$ cat src/rtl/flp_pkg.sv
package flp_pkg;
    parameter int LANES  = 2;
    parameter int LAT_W  = 4;
    parameter logic [LAT_W-1:0] LAT_SHORT = 4'd4;
    parameter logic [LAT_W-1:0] LAT_NORM  = 4'd5;
    parameter logic [LAT_W-1:0] LAT_MISS  = 4'd10;

    typedef enum logic [1:0] {
        PATH_SHORT = 2'd0,
        PATH_NORM  = 2'd1,
        PATH_MISS  = 2'd2
    } path_e;

    function automatic logic [LAT_W-1:0] path_lat(input path_e p);
        unique case (p)
            PATH_SHORT: return LAT_SHORT;
            PATH_MISS:  return LAT_MISS;
            default:    return LAT_NORM;
        endcase
    endfunction
endpackage

$ cat src/rtl/flp_lane.sv
module flp_lane
    import flp_pkg::*;
#(
    parameter int AW = 64,
    parameter int DW = 32,
    parameter int PB = 12
) (
    input  logic             clk,
    input  logic             rst_n,
    input  logic             accept,
    input  logic [AW-1:0]    base,
    input  logic [DW-1:0]    disp,
    input  logic             src_is_load,
    input  logic             src_replayed,
    output logic             vld_q,
    output logic [LAT_W-1:0] lat_q,
    output logic [AW-1:0]    addr_q,
    output logic             miss_q
);
    localparam int PAGE_HI = AW - 1;

    logic [AW-1:0] sum;
    logic          eligible;
    logic          crossed;
    path_e         path_d;
    path_e         path_q;

    always_comb begin
        sum      = base + {{(AW-DW){disp[DW-1]}}, disp};
        eligible = src_is_load && !src_replayed && !disp[DW-1];
        crossed  = base[PAGE_HI:PB] != sum[PAGE_HI:PB];
        if (!eligible)    path_d = PATH_NORM;
        else if (crossed) path_d = PATH_MISS;
        else              path_d = PATH_SHORT;
    end

    always_ff @(posedge clk) begin
        if (!rst_n) begin
            vld_q  <= 1'b0;
            path_q <= PATH_NORM;
            addr_q <= '0;
        end else begin
            vld_q <= accept;
            if (accept) begin
                path_q <= path_d;
                addr_q <= sum;
            end
        end
    end

    always_comb begin
        lat_q  = path_lat(path_q);
        miss_q = vld_q && (path_q == PATH_MISS);
    end


    short_needs_load_chk: assert property (@(posedge clk) disable iff (!rst_n)
        (accept && vld_q == 1'b0 && 1'b1) |=> (lat_q != LAT_SHORT) || $past(src_is_load && !src_replayed && !disp[DW-1]));


    miss_crossed_chk: assert property (@(posedge clk) disable iff (!rst_n)
        accept |=> (lat_q != LAT_MISS) || ($past(base[PAGE_HI:PB]) != addr_q[PAGE_HI:PB]));


    no_result_chk: assert property (@(posedge clk) disable iff (!rst_n)
        !accept |=> !vld_q);
endmodule

$ cat src/rtl/flp_replay_arb.sv
module flp_replay_arb (
    input  logic       clk,
    input  logic       rst_n,
    input  logic [1:0] miss,
    output logic       replay_req,
    output logic       replay_port,
    output logic       hold
);
    typedef enum logic {RP_IDLE, RP_HOLD} rp_state_e;

    rp_state_e state_q;
    rp_state_e state_d;

    always_ff @(posedge clk) begin
        if (!rst_n) state_q <= RP_IDLE;
        else        state_q <= state_d;
    end

    always_comb begin
        state_d     = state_q;
        replay_req  = 1'b0;
        replay_port = 1'b0;
        hold        = 1'b0;
        unique case (state_q)
            RP_IDLE: begin
                replay_req  = |miss;
                replay_port = !miss[0];
                hold        = &miss;
                state_d     = (&miss) ? RP_HOLD : RP_IDLE;
            end
            RP_HOLD: begin
                replay_req  = 1'b1;
                replay_port = 1'b1;
                state_d     = RP_IDLE;
            end
        endcase
    end


    hold_grants_lane1_chk: assert property (@(posedge clk) disable iff (!rst_n)
        (state_q == RP_HOLD) |-> (replay_req && replay_port));


    hold_one_cycle_chk: assert property (@(posedge clk) disable iff (!rst_n)
        (state_q == RP_HOLD) |=> (state_q == RP_IDLE));


    req_has_miss_chk: assert property (@(posedge clk) disable iff (!rst_n)
        (replay_req && state_q == RP_IDLE) |-> miss[replay_port]);
endmodule

$ cat src/rtl/flp_sel_top.sv
module flp_sel_top
    import flp_pkg::*;
#(
    parameter int AW = 64,
    parameter int DW = 32,
    parameter int PB = 12
) (
    input  logic                        clk,
    input  logic                        rst_n,
    input  logic [LANES-1:0]            iss_vld,
    input  logic [LANES-1:0][AW-1:0]    iss_base,
    input  logic [LANES-1:0][DW-1:0]    iss_disp,
    input  logic [LANES-1:0]            src_is_load,
    input  logic [LANES-1:0]            src_replayed,
    output logic                        issue_hold,
    output logic [LANES-1:0]            res_vld,
    output logic [LANES-1:0][LAT_W-1:0] res_lat,
    output logic [LANES-1:0][AW-1:0]    res_addr,
    output logic [LANES-1:0]            res_rtag,
    output logic                        replay_req,
    output logic                        replay_port
);
    logic [LANES-1:0] miss;

    for (genvar g = 0; g < LANES; g++) begin : g_lane
        flp_lane #(.AW(AW), .DW(DW), .PB(PB)) u_lane (
            .clk         (clk),
            .rst_n       (rst_n),
            .accept      (iss_vld[g] && !issue_hold),
            .base        (iss_base[g]),
            .disp        (iss_disp[g]),
            .src_is_load (src_is_load[g]),
            .src_replayed(src_replayed[g]),
            .vld_q       (res_vld[g]),
            .lat_q       (res_lat[g]),
            .addr_q      (res_addr[g]),
            .miss_q      (miss[g])
        );
    end

    assign res_rtag = miss;

    flp_replay_arb u_arb (
        .clk        (clk),
        .rst_n      (rst_n),
        .miss       (miss),
        .replay_req (replay_req),
        .replay_port(replay_port),
        .hold       (issue_hold)
    );


    hold_drops_issue_chk: assert property (@(posedge clk) disable iff (!rst_n)
        issue_hold |=> (res_vld == '0));
endmodule

$ cat config.mk
export PLATFORM = sky130hd
export DESIGN_NAME = flp_sel_top
export DESIGN_NICKNAME = d
export VERILOG_FILES = /design/src/rtl/flp_pkg.sv /design/src/rtl/flp_lane.sv /design/src/rtl/flp_replay_arb.sv /design/src/rtl/flp_sel_top.sv
export SDC_FILE = /design/constraint.sdc
export NUM_CORES = 1
export LEC_CHECK = 0
export ABC_AREA = 1
export BUFFER_PORTS_ARGS = -buffer_cell sky130_fd_sc_hd__buf_2
export CORE_MARGIN = 3
export CORE_UTILIZATION = 40
export DETAILED_ROUTE_END_ITERATION = 16
export PLACE_DENSITY_LB_ADDON = 0.08
export SLEW_MARGIN = 15
export SYNTH_ARGS = -nofsm -noshare
export SYNTH_HDL_FRONTEND = slang
export SYNTH_SLANG_ARGS = --single-unit
$ cat constraint.sdc
create_clock -name clk -period 3.21 [get_ports clk]
set_clock_uncertainty 0.2 [all_clocks]
set_input_delay 0.4815 -clock clk [delete_from_list [all_inputs] [get_ports clk]]
set_output_delay 0.4815 -clock clk [all_outputs]
set_load 0.01 [all_outputs]
### Word level (Yosys, flattened, before mapping)

Index checks and enable logic that the tools add are counted.

* bits in registers: 135
* output and inout port bits: 143
* logic and storage cells: 43

* $add $sub $neg: 2
* equality and inequality tests: 4
* mux-type cells: 11
* bitwise gates (word level): 1
* reduce and logical (&&, ||, !) cells: 18

Operators by type and width (count)
* adder 64 bit: 2
* != test 52 bit: 2
* case mux 4 bit (2 select lines): 2
* logical AND 1 bit: 8
* 2-to-1 mux 2 bit: 4
* zero test 1 bit: 6
* case mux 1 bit (2 select lines): 3
* equality test 2 bit (second input constant): 2
* zero test 2 bit: 2
* 2-to-1 mux 1 bit: 2
* AND reduction 2 bit: 1
* OR reduction 2 bit: 1
* NOT 1 bit: 1

### Depth between registers and ports, before layout

Gate-level depths: netlist (run 1).

* depth after elaboration: 6
* gate-level depth with buffers: 23
* mapped depth without buffers: 23

### Cells and area by module

Synthesis (run 1) repeated with hierarchy kept, for this count alone.

* cells, all modules: 3892
* area total of the unflattened synthesis: 19870.3 sq um

By module, submodules not included
* flp_lane at g_lane[0].u_lane: instances 1, cells each 1936, area an instance 9898.2 sq um
* flp_lane at g_lane[1].u_lane: instances 1, cells each 1943, area an instance 9898.2 sq um
* flp_replay_arb: instances 1, cells each 9, area an instance 58.8 sq um
* flp_sel_top: instances 1, cells each 4, area an instance 15.0 sq um

### Least setup slack after synthesis (run 1)

No wires, ideal clock.

* kind: input to register
* start: input port iss_base[64] (netlist bit)
* end: register g_lane[1].u_lane.path_q[1]
* arrival time: 2495 ps
* required time: 2878 ps
* path slack: 383 ps
* stages on the path: 19
* path buffers: 0
* cell sequence: ha_1 inv_1 fa_1 inv_1 nand3_1 nand2_2 nand2_1 nand2_1 nand2_1 nand2_1 nand2_1 nand2_2 xor3_1 nor2_1 nand2_1 nor2_1 nand3_1 o21bai_1 a21oi_1

* longest elaborated chain between the ends: 4

RTL lines
* start, declared: line flp_sel_top.sv:11 `input logic [LANES-1:0][AW-1:0] iss_base,`
* adder 64 bit: line flp_lane.sv:29 `sum = base + {{(AW-DW){disp[DW-1]}}, disp};`
* != test 52 bit: line flp_lane.sv:31 `crossed = base[PAGE_HI:PB] != sum[PAGE_HI:PB];`
* 2-to-1 mux 2 bit: line flp_lane.sv:33 `else if (crossed) path_d = PATH_MISS;`
* 2-to-1 mux 2 bit: line flp_lane.sv:32 `if (!eligible) path_d = PATH_NORM;`
* end signal, assigned: line flp_lane.sv:45 `path_q <= path_d;`
* end, declared: line flp_lane.sv:26 `path_e path_q;`

No other way between the ends.
A chain may end at the register's enable or synchronous reset.

### Worst setup path after layout (run 1)

* start: input port iss_disp[63] (netlist bit)
* end: register g_lane[1].u_lane.path_q[1]

* longest elaborated chain between the ends: 4
* elaborated cells on any way between the ends: 6
* classes of those cells: add/sub: 1; eq/ne: 1; mux: 2; reduce/logical: 2

RTL lines
* start, declared: line flp_sel_top.sv:12 `input logic [LANES-1:0][DW-1:0] iss_disp,`
* adder 64 bit: line flp_lane.sv:29
* != test 52 bit: line flp_lane.sv:31
* 2-to-1 mux 2 bit: line flp_lane.sv:33
* 2-to-1 mux 2 bit *: line flp_lane.sv:32

Mark *: on every way between the ends. The rest lies on a longest branch, timed or not.

==> results.cfg, run 1 <==
[detailed_routing]
drcViolationCount = 0
drt-total-wl_um = 85000
wl_per_cell_um = 15.3
drt_iter0_drc = 1510
viasPerCell = 4.63
vias = 25714
drt_pass1_iterations = 5
drtAntennaViolNets = 0

[layout]
final_cells = 5557
area_growth_pct = 46.7
drive_gt1_share_pct = 27.9
layout.nets = 5215
fillers = 5140

[synthesis]
ys_async_sr_fraction_pct = 0
synth_edf_count = 0
synth_nets = 4155
ys_types = 48
ys_warn_count = 0
synth_area_per_cell_sq_um = 5.16
synth-seq-area-share_pct = 13.7
syn_inst = 3827
synth_flop_cell = dfxtp_1
ys_ff_latch = 135
synth_area_sq_mm = 0.0198

[sta]
relSlewSlack_pct = 39.5
max_freq_mhz = 329
max_slew.worst_pin.slew_ns = 0.908
min_period_ns = 3.04
finalCritPeriodShare_pct = 94.8
hold_violations = 0
maxSlewViolCount = 0
final-setup-viol-count = 0

[floorplanning]
core_area_sq_mm = 0.0482
start_util_pct = 41.0
num_rows = 80
die_area_sq_mm = 0.0521
die_w_um = 228
pin_count = 343
chipHeight_um = 228

[clock_tree]
cts_tree = yes
cts-buffers-inserted = 17
clk_latency_ns = 0.49
clock_sinks = 135
clockBufferDepth = 2
clk_pin_slew_ns = 0.08
htreeDepth = 4
root_buffer = clkbuf_16

[power]
seq_power_share_pct = 21.0
clockPowerShare_pct = 23.4
peakVddDrop_uv = 356
intPower_uw = 5200
switchingPower_uw = 3940
finalPower_uw = 9140
p_comb_share_pct = 55.6
leakage_uw = 0.0183
swShare_pct = 43.1
power_density_mw_per_mm2 = 315

[critical_path]
worstSetupStartpoint = iss_disp[63]
worstPathRequired_ns = 3.38
worstPathArrival_ns = 3.21
ff2ff_path_depth = 13
crit_path_start_kind = input pin
critical_path_class = input pin to register
endpoint_kind = register
critPathMaxFanout = 5
worstReg2RegStart = g_lane[0].u_lane.path_q[1]

[global_routing]
gr-total-overflow = 0
track_usage_pct = 31.5
grt_max_degree = 101
grt_pass1_vias = 23970
grt_pass1_wl_um = 129000
antenna_found_initial = 2

[place]
dp.cells = 5522
gp_congestion = 1.02
hpwl_um = 73100
io_buffers = 342

[flow_run]
cap_violations = 0

[status]
status = finished clean

[worst_hold_path]
hp-class = input pin to register
hold-path-cell-count = 4
min_from = iss_disp[32]
==> stage by stage <==
step	util [%]	worst slack [ns]	hold WS [ns]	TNS, ns	area [sq um]
after floorplan	-	0.383	0.245	0	19800
after global routing	60.1	-0.0168	0.211	-0.0168	29000
after CTS	58.7	0.0478	0.148	0	28300
after global placement	57.5	-0.639	0.263	-1.67	27700
final	60.1	0.166	0.199	0	29000
after detailed placement	57.5	-0.623	0.263	-1.81	27700
==> repair_timing <==
action,4_1_cts,5_1_grt
gates resized for setup,4,130
pin swaps,0,20
hold endpoints to repair,0,0
endpoints found under the setup margin,2,2
hold buffers,0,0
setup buffers,0,2
==> registers in the layout (all words and copies together), names as in the netlist <==
| name | count |
|---|---|
| g_lane.u_lane.vld_q | 2 |
| u_arb.state_q | 1 |
| g_lane.u_lane.path_q | 4 |
| g_lane.u_lane.addr_q | 128 |
==> critical path, cell delays in order <==
cell	delay, ns
clkbuf_4	0.17
buf_12	0.16
ha_4	0.30
nand2_1	0.15
nor2_2	0.18
nand2_1	0.10
buf_4	0.17
nor2_2	0.16
and2_1	0.17
nand2_2	0.11
nand2_1	0.11
nand2_1	0.07
nand3_1	0.06
nand2_1	0.05
nor2_1	0.10
buf_4	0.11
nand2_1	0.08
nor2_4	0.13
nand3_4	0.10
o21bai_1	0.16
a21oi_1	0.08
==> kinds of logic (layout without fill, tap and decap cells) <==
group / count (synthesis) / count (layout) / synth area share (%)
other: 0 / 1 / 0
buffers and inverters: 963 / 2036 / 18.4
flip-flops: 135 / 135 / 13.7
AO/OA/AOI/OAI: 273 / 273 / 7.73
adder cells (fa/ha/maj): 128 / 128 / 8.18
XOR/XNOR: 70 / 70 / 3.82
AND/OR/NAND/NOR: 2258 / 2258 / 48.2
==> synthesized netlist by cell type, types with 14 or more instances <==
master	number	area share, %
nand2_1	1424	27
inv_1	898	17
inv_2	15	0.28
nor2_1	351	6.7
dfxtp_1	135	14
nor2_4	14	0.80
clkbuf_1	36	0.68
nand3b_1	17	0.65
xor2_1	40	1.8
o211ai_1	50	1.9
xnor2_1	20	0.89
ha_1	126	8.0
nand3_1	294	7.4
nand4_1	27	0.85
nand2_2	40	1.3
nor2_2	39	1.2
a21oi_1	102	2.6
o21ai_0	103	2.6
==> per-layer routing <==
layer | wire length, um | track usage (%)
met2 | 41200 | 56.8
met4 | 3880 | 13.4
met1 | 35800 | 37.9
met5 | 0 | 0
met3 | 4090 | 3.62
==> power by group through the flow <==
stage	registers [uW]	clock network, uW	logic (uW)
floorplan	2020	0	2420
global placement	1950	0	4880
detailed placement	1950	0	4900
CTS	1920	2200	4930
global route	1930	2250	5610
finish	1920	2140	5080
==> area by class of cell <==
type	count	area, sq um	area share (%)
multi-input combinational	2729	14000	48.4
timing repair buffer	1089	7420	25.6
inverter	915	3440	11.9
sequential	135	2700	9.33
tap	656	821	2.83
clock buffer	17	425	1.47
clock inverter	15	159	0.548
antenna	1	2.50	0.00863
==> path summary, 6_finish.rpt <==
| kind | to | slack (ns) |
|---|---|---|
| min | g_lane[1].u_lane.addr_q[0] | 0.20 |
| max reg2reg | g_lane[0].u_lane.path_q[1] | 0.51 |
| min reg2reg | g_lane[1].u_lane.path_q[1] | 0.28 |
| max | g_lane[1].u_lane.path_q[1] | 0.17 |
==> cells in the final DEF, fill, tap and decap left out, types with 3 or more instances in the layout <==
| cell type | synthesis | layout |
|---|---|---|
| xor2_1 | 40 | 40 |
| buf_2 | 1 | 340 |
| inv_2 | 15 | 13 |
| o211ai_1 | 50 | 50 |
| nor3_1 | 10 | 10 |
| and2_1 | 5 | 5 |
| o21ai_0 | 103 | 99 |
| buf_12 | 0 | 7 |
| inv_1 | 898 | 898 |
| nand3b_2 | 3 | 3 |
| nand3_1 | 294 | 285 |
| ha_4 | 0 | 21 |
| xor3_1 | 4 | 4 |
| nand2_1 | 1424 | 1405 |
| nand3_2 | 9 | 16 |
| clkinv_2 | 0 | 3 |
| buf_4 | 6 | 740 |
| nand4_1 | 27 | 27 |
| xnor3_1 | 6 | 6 |
| nand3b_1 | 17 | 17 |
| a21oi_1 | 102 | 87 |
| dfxtp_1 | 135 | 135 |
| nor4_1 | 4 | 3 |
| o21bai_1 | 5 | 5 |
| nor2_1 | 351 | 312 |
| nor2_2 | 39 | 72 |
| clkbuf_16 | 0 | 17 |
| nand2_4 | 4 | 6 |
| o21ai_1 | 1 | 5 |
| nand2_2 | 40 | 57 |
| inv_6 | 0 | 6 |
| a21oi_2 | 1 | 13 |
| a21oi_4 | 0 | 3 |
| inv_8 | 0 | 5 |
| a31oi_1 | 6 | 6 |
| ha_1 | 126 | 103 |
| xnor2_1 | 20 | 20 |
| nor3_2 | 7 | 7 |
| nor2_4 | 14 | 20 |
Note: power is estimated with default switching activity, not from simulation.
==> run 2: changes to the inputs <==
- HOLD_SLACK_MARGIN: default -> 0.08
- REMOVE_ABC_BUFFERS: default -> 1
==> results.cfg, run 2 (synthesized netlist as in run 1, its figures left out) <==
[flow_run]
cap_violations = 0

[floorplanning]
core_area_sq_mm = 0.0482
pin_count = 343
start_util_pct = 41.0
num_rows = 80
die_area_sq_mm = 0.0521
die_w_um = 228
chipHeight_um = 228

[layout]
largest_register_ff_count = 128
reg_top3 = g_lane.u_lane.addr_q x128, g_lane.u_lane.path_q x4, g_lane.u_lane.vld_q x2
top_register = g_lane.u_lane.addr_q
drive_gt1_share_pct = 25.8
final_common_cell = nand2_1
layout.nets = 5148
postLayoutCellArea_sq_mm = 0.0282
final_cells = 5493
area_growth_pct = 42.7
post-route-util_pct = 58.4
fillers = 5317
layout_common_cells = nand2_1 (1411), inv_1 (898), buf_4 (672), buf_2 (340), nor2_1 (332)

[clock_tree]
root_buffer = clkbuf_16
clk_pin_slew_ns = 0.07
htreeDepth = 4
cts_tree = yes
clock_sinks = 135
clockBufferDepth = 2
clk_latency_ns = 0.48
hold_buffers = 0
cts-buffers-inserted = 17

[critical_path]
crit_path_frequent_cell = nand2_1
worstPathRequired_ns = 3.36
endpoint_kind = register
critical_path_class = input pin to register
critPathMaxFanout = 17
crit_chain = buf_2, buf_12, ha_2, nand2_4, buf_4, nor2_2, inv_2, nor2_4, nand2_1, nand2_1, buf_4, inv_1, nand2_1, nand2_1, nand3_1, nand2_1, nor2_1, nand2_1, nor2_1, nand3_2, o21bai_1, a21oi_1
worstPathArrival_ns = 3.26
ff2ff_path_depth = 13
crit_cells = 22
slowest_stage = ha_2
critPathTopFamily = simple AND/OR/NAND/NOR gates
cp_num_buf_inv = 6
regToRegSetupSlack_ns = 0.88
crit_path_start_kind = input pin
slowest_delay_ns = 0.41

[power]
power_density_mw_per_mm2 = 318
leakage_uw = 0.0180
peakVddDrop_uv = 424

[sta]
tns_ns = 0
max_freq_mhz = 321
setup_slack_ns = 0.0980
relSlewSlack_pct = 63.1
finalCritPeriodShare_pct = 96.9
maxSlewViolCount = 0
min_period_ns = 3.11
hold_violations = 0
final-setup-viol-count = 0
rsz0062_at_grt = true
max_slew.worst_pin.slew_ns = 0.553

[worst_hold_path]
hp-class = input pin to register
hold-path-cell-count = 4

[global_routing]
grt_max_degree = 101
gr-total-overflow = 0
grt_pass1_wl_um = 124000
track_usage_pct = 30.4
grt_pass1_vias = 22861
antenna_found_initial = 6

[place]
gp_congestion = 0.979
hpwl_um = 70300
placement.cell_area_sq_mm = 0.0273
io_buffers = 342
pre_cts_slack_ns = -0.441
dp.cells = 5450

[detailed_routing]
vias = 25106
drt-total-wl_um = 81600
drt_iter0_drc = 1634
drt_pass1_iterations = 7
drcViolationCount = 0
viasPerCell = 4.57
wl_per_cell_um = 14.9
drtAntennaViolNets = 0

[status]
status = finished clean
## run 2: worst register-to-register path, stage by stage, from the launching register on
cell      delay [ns]
dfxtp_1         0.34
inv_1           0.04
nor2_1          0.19
nand2_1         0.13
inv_2           0.07
nand2_1         0.05
nor2_1          0.11
inv_1           0.08
nand2_1         0.10
clkinv_2        0.22
buf_12          0.25
nand3_1         0.27
o211ai_1        0.14
inv_1           0.07
## run 2: what timing repair did
action                     CTS  global route
resized for setup            0            62
setup buffers                0             6
setup endpoints to repair    0             2
## run 2: where the power goes
group / internal [uW] / switching, uW / total, uW
registers: 1830 / 79.8 / 1910
clock network: 1300 / 914 / 2220
logic: 2140 / 2700 / 4840
total: 5270 / 3690 / 8970
## run 2: worst paths after layout
kind	startpoint	to
worst min register to register	g_lane[0].u_lane.addr_q[0]	g_lane[0].u_lane.addr_q[0]
worst max register to register	g_lane[0].u_lane.path_q[1]	g_lane[0].u_lane.addr_q[42]
worst min-delay path	src_is_load[1]	g_lane[1].u_lane.path_q[0]
worst max-delay path	iss_disp[31]	g_lane[0].u_lane.path_q[1]
## run 2: area by class of cell
type	count	area (sq um)	area share, %
inverter	915	3440	12.2
sequential	135	2700	9.58
tap	656	821	2.91
clock inverter	13	193	0.683
clock buffer	18	429	1.52
antenna	5	12.5	0.0444
timing repair buffer	1022	6950	24.7
multi-input combinational	2729	13700	48.4
## run 2: metrics by stage
stage	power, uW	hold slack, ns
finish	8970	0.162
global route	9640	0.181
CTS	8940	0.139
detailed placement	6680	0.266
global placement	6660	0.257
floorplan	4410	0.245
## run 2: routing by layer
layer	vias to the layer above	global-route usage, %	wire, um
met5	-	0	27
met4	4	7.20	1440
met3	81	6.23	5970
met2	670	45.6	33100
met1	10841	44.4	41000
li1	13510	-	-
==> run 3: changes to the inputs <==
- PLACE_DENSITY_LB_ADDON: 0.08 -> 0.05
- SETUP_SLACK_MARGIN: default -> 0.3
==> results.cfg, run 3 (synthesized netlist as in run 1, its figures left out) <==
[power]
peakVddDrop_uv = 427
intPower_uw = 5410
seq_power_share_pct = 20.1
swShare_pct = 42.9
clockPowerShare_pct = 21.6
p_comb_share_pct = 58.2
power_density_mw_per_mm2 = 305
leakage_uw = 0.0186
switchingPower_uw = 4070

[place]
io_buffers = 342
gp_congestion = 0.999
hpwl_um = 69900
pre_cts_slack_ns = -0.406

[clock_tree]
clock_sinks = 135
root_buffer = clkbuf_16
clk_pin_slew_ns = 0.07
clk_latency_ns = 0.50
htreeDepth = 4
cts-buffers-inserted = 17
cts_tree = yes
clockBufferDepth = 2

[sta]
setup_slack_ns = 0.353
rsz0062_at_grt = true
finalCritPeriodShare_pct = 89.0
min_period_ns = 2.86
relSlewSlack_pct = 59.0
tns_ns = 0
maxSlewViolCount = 0
max_freq_mhz = 350
hold_violations = 0
final-setup-viol-count = 0
max_slew.worst_pin.slew_ns = 0.614

[floorplanning]
start_util_pct = 41.0
num_rows = 80
die_w_um = 228
pin_count = 343
chipHeight_um = 228
core_area_sq_mm = 0.0482
die_area_sq_mm = 0.0521

[worst_hold_path]
hp-class = input pin to register

[layout]
reg_top3 = g_lane.u_lane.addr_q x128, g_lane.u_lane.path_q x4, g_lane.u_lane.vld_q x2
top_register = g_lane.u_lane.addr_q
layout_common_cells = nand2_1 (1242), inv_1 (876), buf_4 (672), buf_2 (337), nand3_1 (264)
drive_gt1_share_pct = 35.2
layout.nets = 5181
largest_register_ff_count = 128
final_common_cell = nand2_1
area_growth_pct = 57.2

[global_routing]
track_usage_pct = 30.5
grt_pass1_wl_um = 125000
grt_pass1_vias = 22370
gr-total-overflow = 0
grt_max_degree = 101
antenna_found_initial = 6

[detailed_routing]
drt_pass1_iterations = 6
wl_met3_um = 6460
route.met2.wl_um = 36500
drt-total-wl_um = 85300
top_layer = met5
drcViolationCount = 0
drtAntennaViolNets = 0
drt_iter0_drc = 1677
vias = 25799
viasPerCell = 4.67
m1WireLength_um = 41200
wl_per_cell_um = 15.4

[critical_path]
crit_path_start_kind = input pin
worstPathRequired_ns = 3.38
critPathMaxFanout = 9
critical_path_class = input pin to register
endpoint_kind = register
worstPathArrival_ns = 3.03

[status]
status = finished clean

[flow_run]
cap_violations = 0
## run 3: cell count changes in the layout (fill, tap and decap cells not counted), sizes merged
cell,previous run,this run
clkinv,7,8
inv,915,918
clkinvlp,2,3
diode,5,3
clkbuf,19,22
buf,1021,1050
bufinv,4,1
## run 3: per-stage QoR
stage / total power (uW) / cell area (sq um) / utilization [%] / cells / hold WS [ns]
after floorplan: 4410 / 19600 / - / 3779 / 0.245
after global placement: 6710 / 27300 / 56.5 / 5451 / 0.258
after detailed placement: 6720 / 27300 / 56.5 / 5451 / 0.257
after CTS: 8880 / 28200 / 58.4 / 5485 / 0.109
after global routing: 10200 / 31000 / 64.4 / 5523 / 0.166
final: 9490 / 31100 / 64.4 / 5525 / 0.146
## run 3: what timing repair did
item	in CTS	in global routing
resized for setup	66	574
setup buffers	2	31
pin swaps	8	141
hold buffers	0	0
gates cloned	0	6
setup endpoints to repair	2	2
## run 3: path summary, 6_finish.rpt
path                                                     to                        from  slack (ns)  depth (start not counted)
worst min-delay path             g_lane[0].u_lane.path_q[0]              src_is_load[0]        0.15                          4
worst max register to register  g_lane[0].u_lane.addr_q[35]  g_lane[0].u_lane.path_q[1]        0.91                         13
worst max-delay path             g_lane[1].u_lane.path_q[1]                iss_disp[63]        0.35                         22
worst min register to register   g_lane[0].u_lane.path_q[1]  g_lane[0].u_lane.path_q[1]        0.27                          2
## run 3: critical path: stages
cell and delay, ns:
buf_8 0.13, clkbuf_16 0.18, ha_4 0.30, nand2_2 0.10
nor2_4 0.11, buf_4 0.12, inv_1 0.04, nor2_2 0.14
buf_6 0.13, nand2_2 0.06, nor3_2 0.20, nand2_2 0.10
nand4_1 0.10, nand2_1 0.06, nand2_1 0.05, nand2_1 0.05
nor2_1 0.08, nand2_1 0.11, nor2_2 0.16, nand3_1 0.08
o21bai_1 0.15, a21oi_1 0.08
## run 3: final cells by class
type | instances | area (sq um)
tap | 656 | 821
sequential | 135 | 2700
clock inverter | 15 | 144
clock buffer | 17 | 425
fill | 4889 | 17200
antenna | 3 | 7.51
timing repair buffer | 1055 | 7440
multi-input combinational | 2729 | 16100
inverter | 915 | 3440
## run 3: power groups by stage
stage	clock network (uW)	registers, uW	logic [uW]
after floorplan	0	2020	2390
after global placement	0	1940	4770
after detailed placement	0	1950	4780
after CTS	2110	1910	4860
after global routing	2170	1930	6050
final	2050	1910	5520
## run 3: layer usage
layer  global-route usage (%)  up-vias
met5                        0        -
met3                     4.98       70
met4                     5.43        8
li1                         -    13589
met2                     46.3      739
met1                     45.5    11393
